--- config.mk ---
export PLATFORM = sky130hd
export DESIGN_NAME = spi_ctrl
export DESIGN_NICKNAME = d
export VERILOG_FILES = /design/src/rtl/spi_ctrl_pkg.sv /design/src/rtl/spi_sync.sv /design/src/rtl/spi_clkgen.sv /design/src/rtl/spi_ctrl.sv
export SDC_FILE = /design/constraint.sdc
export NUM_CORES = 1
export LEC_CHECK = 0
export ABC_CLOCK_PERIOD_IN_PS = 7100
export BUFFER_PORTS_ARGS = -buffer_cell sky130_fd_sc_hd__buf_2
export CORE_UTILIZATION = 55
export DETAILED_ROUTE_END_ITERATION = 16
export GPL_ROUTABILITY_DRIVEN = 1
export HOLD_SLACK_MARGIN = 0.06
export PLACE_DENSITY = 0.86
export SYNTH_ARGS = -nofsm -noshare
export SYNTH_HDL_FRONTEND = slang
export SYNTH_SLANG_ARGS = --single-unit
--- constraint.sdc ---
create_clock -name clk -period 7.1 [get_ports clk]
set_input_delay 0.355 -clock clk [delete_from_list [all_inputs] [get_ports clk]]
set_output_delay 0.355 -clock clk [all_outputs]
set_load 0.05 [all_outputs]
--- src/rtl/spi_ctrl_pkg.sv ---
package spi_ctrl_pkg;
  // Field order matches control-register bit positions 7..0.
  typedef struct packed {
    logic       ie;
    logic       en;
    logic       lsb_first;
    logic       master;
    logic       cpol;
    logic       cpha;
    logic [1:0] rate;
  } ctrl_t;

  localparam logic [1:0] ADDR_CTRL = 2'd0;
  localparam logic [1:0] ADDR_STAT = 2'd1;
  localparam logic [1:0] ADDR_DATA = 2'd2;
endpackage

--- src/rtl/spi_sync.sv ---
module spi_sync #(
  parameter int               W      = 3,
  parameter int               STAGES = 2,
  parameter logic [W-1:0]     RST    = '0
) (
  input  logic         clk,
  input  logic         rst_n,
  input  logic [W-1:0] d,
  output logic [W-1:0] q
);
  logic [W-1:0] stage [STAGES];

  always_ff @(posedge clk or negedge rst_n)
    if (!rst_n) stage[0] <= RST;
    else        stage[0] <= d;

  for (genvar i = 1; i < STAGES; i++) begin : g_stage
    always_ff @(posedge clk or negedge rst_n)
      if (!rst_n) stage[i] <= RST;
      else        stage[i] <= stage[i-1];
  end

  assign q = stage[STAGES-1];
endmodule

--- src/rtl/spi_clkgen.sv ---
module spi_clkgen #(
  parameter int CNT_W = 7
) (
  input  logic       clk,
  input  logic       rst_n,
  input  logic       run,
  input  logic [1:0] rate,
  input  logic       dbl,
  output logic       tick
);
  localparam logic [CNT_W-1:0] ONE = CNT_W'(1);

  logic [CNT_W-1:0] base, half, cnt;

  always_comb begin
    case (rate)
      2'b00:   base = CNT_W'(2);
      2'b01:   base = CNT_W'(8);
      2'b10:   base = CNT_W'(32);
      default: base = CNT_W'(64);
    endcase
    half = dbl ? (base >> 1) : base;
  end

  assign tick = run && (cnt == half - ONE);

  always_ff @(posedge clk or negedge rst_n)
    if (!rst_n)             cnt <= '0;
    else if (!run || tick)  cnt <= '0;
    else                    cnt <= cnt + ONE;
endmodule

--- src/rtl/spi_ctrl.sv ---
module spi_ctrl
  import spi_ctrl_pkg::*;
#(
  parameter int SYNC_STAGES = 2,
  parameter int DIV_W       = 7
) (
  input  logic       clk,
  input  logic       rst_n,
  input  logic [1:0] reg_addr,
  input  logic       reg_wr,
  input  logic       reg_rd,
  input  logic [7:0] reg_wdata,
  output logic [7:0] reg_rdata,
  output logic       irq,
  input  logic       irq_ack,
  input  logic       sck_in,
  input  logic       mosi_in,
  input  logic       ss_n_in,
  input  logic       miso_in,
  output logic       sck_out,
  output logic       sck_out_en,
  output logic       mosi_out,
  output logic       mosi_out_en,
  output logic       miso_out,
  output logic       miso_out_en
);
  localparam int BITS = 8;
  localparam int EDGES = 2 * BITS;

  ctrl_t      ctrl;
  logic       spif, wcol, dbl, arm;
  logic [7:0] sr, rxbuf, shifted;
  logic       samp, dout, sck_r, busy, s_act;
  logic [$clog2(EDGES)-1:0] ecnt;
  logic [$clog2(BITS)-1:0]  bcnt;
  logic       sck_s, mosi_s, ss_n_s, sck_d;
  logic       tick, is_mst, is_slv;
  logic       lead, trail, lead_s, trail_s, done, mf;
  logic       rx_in, out_bit, bit_in, in_prog, load;
  logic       ctrl_wr, stat_rd, dat_wr, dat_acc;

  spi_sync #(.W(3), .STAGES(SYNC_STAGES), .RST(3'b100)) u_sync (
    .clk(clk), .rst_n(rst_n),
    .d({ss_n_in, sck_in, mosi_in}), .q({ss_n_s, sck_s, mosi_s}));

  spi_clkgen #(.CNT_W(DIV_W)) u_div (
    .clk(clk), .rst_n(rst_n), .run(busy), .rate(ctrl.rate),
    .dbl(dbl), .tick(tick));

  // Decode
  assign ctrl_wr = reg_wr && reg_addr == ADDR_CTRL;
  assign stat_rd = reg_rd && reg_addr == ADDR_STAT;
  assign dat_wr  = reg_wr && reg_addr == ADDR_DATA;
  assign dat_acc = (reg_wr || reg_rd) && reg_addr == ADDR_DATA;

  assign is_mst = ctrl.en && ctrl.master;
  assign is_slv = ctrl.en && !ctrl.master;
  assign mf     = is_mst && !ss_n_s;

  // Edge detection for both roles
  assign lead_s  = is_slv && !ss_n_s && (sck_s != ctrl.cpol) && (sck_d == ctrl.cpol);
  assign trail_s = is_slv && !ss_n_s && (sck_s == ctrl.cpol) && (sck_d != ctrl.cpol);
  assign lead    = is_mst ? (tick && sck_r == ctrl.cpol) : lead_s;
  assign trail   = is_mst ? (tick && sck_r != ctrl.cpol) : trail_s;
  assign done    = is_mst ? (trail && ecnt == '1) : (trail_s && bcnt == '1);

  assign rx_in   = is_mst ? miso_in : mosi_s;
  assign out_bit = ctrl.lsb_first ? sr[0] : sr[7];
  assign bit_in  = ctrl.cpha ? rx_in : samp;
  assign shifted = ctrl.lsb_first ? {bit_in, sr[7:1]} : {sr[6:0], bit_in};
  assign in_prog = busy || s_act;
  assign load    = dat_wr && ctrl.en && !in_prog;

  // Transfer engine
  always_ff @(posedge clk or negedge rst_n)
    if (!rst_n) begin
      busy <= 1'b0; s_act <= 1'b0; ecnt <= '0; bcnt <= '0;
    end else if (ctrl_wr || mf) begin
      busy <= 1'b0; s_act <= 1'b0; ecnt <= '0; bcnt <= '0;
    end else if (is_mst) begin
      if (load) begin
        busy <= 1'b1; ecnt <= '0;
      end else if (tick) begin
        ecnt <= ecnt + 1'b1;
        if (done) busy <= 1'b0;
      end
    end else if (ss_n_s) begin
      bcnt <= '0; s_act <= 1'b0;
    end else begin
      if (lead_s) s_act <= 1'b1;
      if (trail_s) begin
        bcnt <= bcnt + 1'b1;
        if (done) s_act <= 1'b0;
      end
    end

  always_ff @(posedge clk or negedge rst_n)
    if (!rst_n) begin
      sr <= '0; rxbuf <= '0; samp <= 1'b0; dout <= 1'b0;
      sck_r <= 1'b0; sck_d <= 1'b0;
    end else begin
      sck_d <= sck_s;
      if (!busy)     sck_r <= ctrl.cpol;
      else if (tick) sck_r <= ~sck_r;
      if (lead) begin
        samp <= rx_in;
        dout <= out_bit;
      end
      if (load)       sr <= reg_wdata;
      else if (trail) sr <= shifted;
      if (done)       rxbuf <= shifted;
    end

  // Registers and flags
  always_ff @(posedge clk or negedge rst_n)
    if (!rst_n) begin
      ctrl <= '0; dbl <= 1'b0; spif <= 1'b0; wcol <= 1'b0; arm <= 1'b0;
    end else begin
      if (ctrl_wr) ctrl <= ctrl_t'(reg_wdata);
      if (mf)      ctrl.master <= 1'b0;
      if (reg_wr && reg_addr == ADDR_STAT) dbl <= reg_wdata[0];
      if (done || mf)                    spif <= 1'b1;
      else if (irq_ack || (dat_acc && arm)) spif <= 1'b0;
      if (dat_wr && ctrl.en && in_prog) wcol <= 1'b1;
      else if (dat_acc && arm)          wcol <= 1'b0;
      if (stat_rd && (spif || wcol)) arm <= 1'b1;
      else if (dat_acc)              arm <= 1'b0;
    end

  always_comb
    case (reg_addr)
      ADDR_CTRL: reg_rdata = ctrl;
      ADDR_STAT: reg_rdata = {spif, wcol, 5'b0, dbl};
      ADDR_DATA: reg_rdata = rxbuf;
      default:   reg_rdata = '0;
    endcase

  assign irq         = spif && ctrl.ie;
  assign sck_out     = busy ? sck_r : ctrl.cpol;
  assign sck_out_en  = is_mst;
  assign mosi_out    = ctrl.cpha ? dout : out_bit;
  assign mosi_out_en = is_mst;
  assign miso_out    = ctrl.cpha ? dout : out_bit;
  assign miso_out_en = is_slv && !ss_n_s;
endmodule

==> reports/metrics.csv, run 1 <==
stage;metric;value;unit
run_status;status;finished clean;
timing;worstMarginPinSlew;1.218;ns
floorplan;row_count;26;
layout;multi_input_area;0.001456;sq mm
setup_path;cp_max_fo;12;
drt;vias;2278;
place;port_buffers;33;
synthesis;yosysSeqAreaShare;0.4604;
place;dpl.hpwl;4328;um
global_routing;gr-total-overflow;0;
drt;wl_per_cell;14.83;um
drt;viasPerCell;5.667;
layout;syn_to_final_growth;9.915;%
power;internal-power;0.5231;mW
drt;wl;5962;um
hold_path;hold_depth;1;
power;p_leak;1.597;nW
power;ir_drop;283.8;uV
synthesis;syn_nets;328;
setup_path;crit_required;7.26;ns
place;dp_cells;394;
clock_tree;path_clk_slew;0.10;ns
setup_path;path_class;reg -> reg;
layout;regArea;0.001354;sq mm
timing;setup_tns;0;ns
clock_tree;htree_num_levels;2;
power;pwr-share-seq;0.475;
floorplan;start_util;0.5721;
global_routing;grt_max_degree;55;
global_routing;track_usage;0.2200;
setup_path;cp-end-kind;register;
job;maxCapViolations;0;
synthesis;synth_edf_count;0;
global_routing;grt_pass1_wl;9197;um
floorplan;core_area;0.005140;sq mm
synthesis;syn-cell-area;0.002940;sq mm
timing;slew_headroom;0.1839;
power;p_switching;0.3098;mW
floorplan;pin_count;34;
layout;fillers;431;
global_routing;grt_antenna_before_repair;0;
setup_path;worst-endpoint-arrival;3.83;ns
timing;maxSlewViolCount;0;
timing;timing.final.ws_setup;3.426;ns
clock_tree;cts_setup_buffers;0;
setup_path;rr_worst_depth;8;
drt;drt_iter0_drc;164;
clock_tree;cts_tree;done;
clock_tree;clock_sinks;54;
timing;clock.fmax;272.2;MHz
timing;min_period;3.674;ns
synthesis;avgSynthCellArea;9.672;sq um
synthesis;synth_cell_type_count;46;
drt;drcViolationCount;0;
hold_path;min_path_type;in -> reg;
layout;fin_cells;402;
timing;skew;0.009956;ns
power;power_frac_comb;0.304;
clock_tree;insertion_delay;0.32;ns
synthesis;ys_warn_count;0;
timing;fin_crit_sh;0.5174;
synthesis;synth_async_sr_flop_share;1.000;
clock_tree;cts_buffers;5;
power;swShare;0.3720;
clock_tree;cts_buffer_depth;2;
timing;hold_violations;0;
clock_tree;cts_resized;0;
layout;insertedDiodeCount;0;
timing;setup_violations;0;
layout;nets;355;
clock_tree;root_buffer;clkbuf_8;
timing;rsz0062_at_grt;no;
clock_tree;holdBufCountCts;0;
power;p_clk_frac;0.220;
place;post-place-ws;3.451;ns
setup_path;start_kind;register;
place;place.gp.congestion;0.8128;
global_routing;grt_pass1_vias;2019;
floorplan;dieArea;0.005642;sq mm
floorplan;die_y;75.12;um
power;power.density;257.7;mW/mm^2
floorplan;die_x;75.12;um
synthesis;synthFlopType;dfrtp_1;
synthesis;yosys_register_bits;54;
drt;drtAntennaViolNets;0;
synthesis;syn_inst;304;
layout;drive_above_1_share;0.1928;
drt;dr.pass1.iters;4;
-- path summary, 6_finish.rpt --
kind,from,endpoint,slack (ns)
setup / recovery,ctrl[1],rxbuf[0],3.43
hold / removal,ss_n_in,u_sync.stage[5],0.13
setup reg to reg,ctrl[1],rxbuf[0],3.43
hold reg to reg,u_sync.stage[4],u_sync.q[1],0.36
max in group asynchronous,rst_n,sck_d,6.51
min in group asynchronous,rst_n,u_div.cnt[3],0.14
-- metal layers --
layer / track usage / vias to the layer above / routed length, um
li1: - / 1101 / -
met1: 0.2982 / 1100 / 2758
met2: 0.3554 / 67 / 2892
met3: 0.04150 / 10 / 230
met4: 0.07757 / 0 / 80
met5: 0 / - / 0
-- cell families after synthesis --
family / after synthesis / share of synthesized area
AOI/OAI and AO/OA: 39 / 0.07915
muxes: 44 / 0.1553
buffers and inverters: 30 / 0.04426
and+or+nand+nor: 120 / 0.2038
xor gates and xnor gates: 12 / 0.03574
adders and majority gates: 5 / 0.02128
DFF: 54 / 0.4604
-- cells in the mapped netlist (all sizes together) (8+ instances only) --
cell type / n / area share
mux2i: 31 / 0.11
nor3: 8 / 0.014
a21oi: 15 / 0.027
dfrtp: 52 / 0.44
buf: 8 / 0.016
nor2: 35 / 0.045
a31oi: 8 / 0.017
nand2: 37 / 0.047
mux2: 13 / 0.050
inv: 15 / 0.019
o21ai: 10 / 0.017
-- sequential cells by signal, summed over array words and instances (netlist names), 3 cells and up --
name / flops
bcnt: 3
ctrl: 8
ecnt: 4
rxbuf: 8
sr: 8
u_div.cnt: 7
u_sync.q: 3
u_sync.stage: 3
-- placed cells by master (no fill, tap or decap), types with 2 or more instances in the layout --
| cell | count |
|---|---|
| dfrtp_1 | 52 |
| nand2_1 | 37 |
| nor2_1 | 35 |
| buf_2 | 33 |
| mux2i_1 | 31 |
| inv_1 | 14 |
| a21oi_1 | 14 |
| mux2_2 | 12 |
| o21ai_0 | 8 |
| nor3_1 | 8 |
| a31oi_1 | 8 |
| nor3b_1 | 6 |
| xnor2_1 | 6 |
| xor2_1 | 6 |
| nand3_1 | 6 |
| ha_1 | 5 |
| clkbuf_8 | 5 |
| nand2b_1 | 4 |
| and3_1 | 4 |
| or3_1 | 3 |
| nor4bb_1 | 2 |
| and2_1 | 2 |
| o21ai_1 | 2 |
| and3b_1 | 2 |
| nand3b_1 | 2 |
| buf_4 | 2 |
| dfstp_2 | 2 |
-- final cells by class --
class / instances / area share
Multi-Input combinational cell: 220 / 0.4506
Tap cell: 70 / 0.02710
Clock buffer: 5 / 0.02129
Inverter: 15 / 0.01742
Clock inverter: 3 / 0.008904
Timing Repair Buffer: 35 / 0.05575
Sequential cell: 54 / 0.4189
-- worst max-delay path, cell delays in order (launching register included) --
cell      delay, ns
dfrtp_1        0.51
or3_1          0.42
ha_1           0.25
and2_1         0.18
a211oi_1       0.27
mux2i_1        0.18
nor4_2         0.78
a31oi_1        0.66
mux2i_1        0.25
-- power groups by stage --
stage / Combinational, mW / Clock [mW] / Sequential [mW]
floorplan: 0.214 / 0 / 0.381
global placement: 0.243 / 0 / 0.398
detailed placement: 0.253 / 0 / 0.401
CTS: 0.253 / 0.188 / 0.394
global route: 0.276 / 0.198 / 0.401
finish: 0.253 / 0.184 / 0.396
-- per-stage QoR --
step / util / hold slack [ns] / power, mW / area [sq um]
after floorplan: - / 0.05941 / 0.5941 / 2940
after global placement: 0.6098 / 0.3351 / 0.6414 / 3134
after detailed placement: 0.6098 / 0.3365 / 0.6536 / 3134
after CTS: 0.6288 / 0.1221 / 0.8358 / 3232
after global routing: 0.6288 / 0.1181 / 0.8754 / 3232
final: 0.6288 / 0.1314 / 0.8330 / 3232
Power figures use the tool's default switching activity.
==> run 2, diff against run 1 <==
--- a/config.mk
+++ b/config.mk
@@ -5,7 +5,7 @@
 export SDC_FILE = /design/constraint.sdc
 export NUM_CORES = 1
 export LEC_CHECK = 0
-export ABC_CLOCK_PERIOD_IN_PS = 7100
+export ABC_CLOCK_PERIOD_IN_PS = 3700
 export BUFFER_PORTS_ARGS = -buffer_cell sky130_fd_sc_hd__buf_2
 export CORE_UTILIZATION = 55
 export DETAILED_ROUTE_END_ITERATION = 16
==> constraint.sdc (replaced) <==
create_clock -name clk -period 3.7 [get_ports clk]
set_input_delay 0.185 -clock clk [delete_from_list [all_inputs] [get_ports clk]]
set_output_delay 0.185 -clock clk [all_outputs]
set_load 0.05 [all_outputs]
==> reports/metrics.csv, run 2 (synthesis gave the netlist of run 1 again) <==
stage;metric;value;unit
hold_path;min_path_type;in -> reg;
power;power.density;482.1;mW/mm^2
layout;mostFrequentLayoutCells;dfrtp_1 (52), nand2_1 (37), nor2_1 (35);
clock_tree;clock_sinks;54;
drt;drcViolationCount;0;
run_status;status;finished clean;
layout;mostFrequentLayoutCell;dfrtp_1;
clock_tree;cts_buffers;5;
timing;slew_headroom;0.3921;
global_routing;grt_max_degree;52;
global_routing;grt_antenna_before_repair;0;
layout;regArea;0.001354;sq mm
setup_path;path_class;reg -> reg;
place;port_buffers;33;
setup_path;critPathTopFamily;simple AND/OR/NAND/NOR gates;
timing;rsz0062_at_grt;no;
place;dpl.hpwl;4300;um
place;place.gp.congestion;0.8002;
clock_tree;cts_tree;done;
drt;drtAntennaViolNets;0;
drt;wl_per_cell;15.11;um
timing;setup_violations;0;
layout;fin_area;0.003264;sq mm
clock_tree;htree_num_levels;2;
floorplan;start_util;0.5721;
clock_tree;insertion_delay;0.31;ns
timing;skew;0.008554;ns
global_routing;use_met3;0.03882;
timing;setup_tns;0;ns
setup_path;critPathMaxStageDelay;0.70;ns
layout;nets;360;
floorplan;row_count;26;
layout;insertedDiodeCount;0;
setup_path;worst-endpoint-arrival;3.49;ns
place;post-place-ws;0.4515;ns
global_routing;gr-total-overflow;0;
drt;vias;2273;
drt;viasPerCell;5.585;
timing;min_period;3.285;ns
timing;timing.final.ws_setup;0.4155;ns
setup_path;cp_max_fo;12;
place;placed_area;0.003142;sq mm
setup_path;crit_slowest_cell;nor4_2;
layout;multi_input_area;0.001456;sq mm
clock_tree;cts_buffer_depth;2;
layout;reg_top3;ctrl: 8 flops, rxbuf: 8 flops, sr: 8 flops;
global_routing;grt_pass1_vias;2076;
global_routing;top_usage_layer;met2;
floorplan;die_x;75.12;um
timing;worstMarginPinSlew;0.9043;ns
floorplan;core_area;0.005140;sq mm
drt;drt_iter0_drc;185;
drt;wl;6149;um
clock_tree;path_clk_slew;0.10;ns
floorplan;die_y;75.12;um
setup_path;start_kind;register;
layout;fillers;436;
timing;maxSlewViolCount;0;
setup_path;cp-end-kind;register;
global_routing;grtUsageMet2;0.3594;
timing;fin_crit_sh;0.8877;
layout;syn_to_final_growth;11.02;%
timing;clock.fmax;304.5;MHz
drt;dr.pass1.iters;4;
global_routing;gr-usage-met1;0.3232;
setup_path;path_cells;or3_1 -> ha_1 -> and2_1 -> a211oi_1 -> mux2i_1 -> nor4_2 -> a31oi_1 -> buf_4 -> a2bb2oi_1;
setup_path;critPathBufInv;1;
layout;drive_above_1_share;0.1899;
power;ir_drop;539.2;uV
floorplan;pin_count;34;
clock_tree;root_buffer;clkbuf_8;
floorplan;dieArea;0.005642;sq mm
global_routing;track_usage;0.2315;
power;p_leak;1.612;nW
job;maxCapViolations;0;
timing;hold_violations;0;
clock_tree;cts_setup_buffers;0;
setup_path;crit_required;3.91;ns
global_routing;grt_pass1_wl;9735;um
-- run 2: tightest hold or removal path, stage by stage --
cell and delay (ns):
buf_2 0.08, nand2_1 0.04, nand2_1 0.04
-- run 2: worst paths after layout --
| check | start | to | slack (ns) | depth (start not counted) |
|---|---|---|---|---|
| max | ctrl[1] | busy | 0.42 | 9 |
| min | reg_wdata[6] | ctrl[6] | 0.07 | 3 |
| max reg2reg | ctrl[1] | busy | 0.42 | 9 |
| min reg2reg | u_sync.stage[5] | u_sync.q[2] | 0.36 | 0 |
| max in group asynchronous | rst_n | bcnt[0] | 2.68 | 3 |
| min in group asynchronous | rst_n | u_div.cnt[4] | 0.20 | 2 |
-- run 2: through the flow --
step                      total power [mW]  utilization  hold slack [ns]  cells
after floorplan                      1.140            -          -0.1106    304
after global placement               1.232       0.6112         -0.01241    395
after detailed placement             1.254       0.6112         -0.01173    395
after CTS                            1.578       0.6351          0.06463    407
after global routing                 1.655       0.6351          0.09428    407
final                                1.574       0.6351          0.06918    407
-- run 2: metal layers --
layer	share of wire	vias up	wire (um)
li1	-	1106	-
met3	0.039	11	239
met5	0	-	0
met4	0.017	0	102
met2	0.47	56	2903
met1	0.47	1100	2904
-- run 2: report_power, final --
group / switching (mW) / total, mW / internal [mW]
clock network: 0.193 / 0.325 / 0.132
registers: 0.0909 / 0.764 / 0.673
logic: 0.292 / 0.484 / 0.192
total: 0.577 / 1.57 / 0.997
-- run 2: what timing repair did --
item / 4_1_cts / 5_1_grt
resized for setup: 0 / 0
hold buffers: 4 / 0
endpoints found under the hold margin: 6 / 0
-- run 2: final cells by class --
class                      instances  share of cell area
clock buffer                       6             0.02223
clock inverter                     2            0.003066
inverter                          15             0.01725
multi-input combinational        220              0.4461
sequential                        54              0.4147
tap                               70             0.02683
timing repair buffer              40             0.06976
==> run 3, diff against run 2 <==
==> constraint.sdc (replaced) <==
create_clock -name clk -period 3.7 [get_ports clk]
set_input_delay 0.185 -clock clk [delete_from_list [all_inputs] [get_ports clk]]
set_output_delay 0.185 -clock clk [all_outputs]
set_load 0.1 [all_outputs]
==> reports/metrics.csv, run 3 (synthesis gave the netlist of run 1 again) <==
stage;metric;value;unit
run_status;status;finished clean;
timing;skew;0.01037;ns
power;power_frac_comb;0.339;
place;post-place-ws;0.4450;ns
power;total_power;1.755;mW
setup_path;cp_max_fo;12;
layout;regArea;0.001354;sq mm
floorplan;core_area;0.005140;sq mm
timing;setup_violations;0;
drt;wl_per_cell;15.06;um
clock_tree;insertion_delay;0.30;ns
timing;min_period;3.313;ns
layout;mostFrequentLayoutCells;dfrtp_1 (52), nand2_1 (37), nor2_1 (35);
clock_tree;cts_tree;done;
place;dp_cells;395;
power;pwr-share-seq;0.438;
clock_tree;cts_resized;0;
timing;slew_headroom;0.3704;
layout;multi_input_area;0.001461;sq mm
floorplan;row_count;26;
clock_tree;htree_num_levels;2;
layout;mostFrequentLayoutCell;dfrtp_1;
place;place.gp.congestion;0.7849;
floorplan;start_util;0.5721;
floorplan;pin_count;34;
power;power.density;532.3;mW/mm^2
layout;reg_top3;ctrl: 8 flops, rxbuf: 8 flops, sr: 8 flops;
layout;insertedDiodeCount;0;
clock_tree;cts_setup_buffers;0;
global_routing;grt_antenna_before_repair;0;
drt;vias;2275;
power;ir_drop;746.7;uV
clock_tree;root_buffer;clkbuf_8;
timing;hold_violations;0;
clock_tree;cts_buffers;5;
timing;timing.final.ws_setup;0.3870;ns
global_routing;gr-total-overflow;0;
place;port_buffers;33;
timing;setup_tns;0;ns
drt;drt_iter0_drc;146;
timing;maxSlewViolCount;0;
global_routing;track_usage;0.2257;
place;placed_area;0.003147;sq mm
floorplan;dieArea;0.005642;sq mm
power;internal-power;1.067;mW
global_routing;grt_pass1_wl;9563;um
clock_tree;holdBufCountCts;4;
global_routing;grt_pass1_vias;2072;
floorplan;die_x;75.12;um
clock_tree;cts_buffer_depth;2;
layout;syn_to_final_growth;12.13;%
layout;final_util;0.6414;
drt;dr.pass1.iters;4;
drt;drcViolationCount;0;
setup_path;crit_required;3.89;ns
layout;fin_area;0.003297;sq mm
place;dpl.hpwl;4284;um
timing;rsz0062_at_grt;no;
timing;hold-worst-slack;0.08394;ns
layout;fin_cells;407;
timing;worstMarginPinSlew;0.9365;ns
power;swShare;0.3921;
setup_path;regToRegSetupSlack;0.39;ns
job;maxCapViolations;0;
setup_path;cp-end-kind;register;
power;p_switching;0.6880;mW
timing;clock.fmax;301.8;MHz
drt;wl;6131;um
layout;drive_above_1_share;0.1929;
clock_tree;path_clk_slew;0.10;ns
hold_path;min_path_type;in -> reg;
setup_path;path_class;reg -> reg;
setup_path;start_kind;register;
setup_path;worst-endpoint-arrival;3.51;ns
layout;nets;360;
power;p_clk_frac;0.222;
clock_tree;clock_sinks;54;
drt;viasPerCell;5.590;
floorplan;die_y;75.12;um
timing;fin_crit_sh;0.8954;
drt;drtAntennaViolNets;0;
power;p_leak;1.620;nW
global_routing;grt_max_degree;55;
layout;fillers;431;
[run 3: power by group through the flow]
| stage | logic [mW] | clock network (mW) | registers (mW) |
|---|---|---|---|
| floorplan | 0.523 | 0 | 0.731 |
| global placement | 0.577 | 0 | 0.768 |
| detailed placement | 0.592 | 0 | 0.774 |
| CTS | 0.597 | 0.401 | 0.765 |
| global route | 0.637 | 0.427 | 0.776 |
| finish | 0.596 | 0.390 | 0.769 |
[run 3: worst paths after layout]
path	cells past startpoint	from	endpoint
worst min-delay path	3	reg_wdata[2]	ctrl[2]
max in group asynchronous	3	rst_n	ecnt[2]
min in group asynchronous	3	rst_n	u_div.cnt[2]
worst max-delay path	8	ctrl[1]	sr[2]
worst max register to register	8	ctrl[1]	sr[2]
worst min register to register	0	u_sync.stage[4]	u_sync.q[1]
[run 3: area by class of cell]
| class | instances | share of cell area |
|---|---|---|
| clock buffers | 6 | 0.02201 |
| clock inverters | 2 | 0.01139 |
| inverters | 15 | 0.01708 |
| multi-input cells | 220 | 0.4433 |
| flip-flops and latches | 54 | 0.4106 |
| well taps | 70 | 0.02657 |
| repair buffers | 40 | 0.06907 |
[run 3: routing by layer]
metal	GRT usage	up-vias	wire length, um
li1	-	1103	-
met1	0.3062	1103	2785
met2	0.3684	65	2988
met3	0.05355	4	325
met4	0.05241	0	31
met5	0	-	0
[run 3: critical path, stage by stage, from the launching register on]
cell      delay [ns]
dfrtp_1         0.51
or3_1           0.41
ha_1            0.25
and2_1          0.18
a211oi_1        0.29
mux2i_1         0.19
nor4_2          0.73
a21oi_2         0.29
mux2_2          0.34
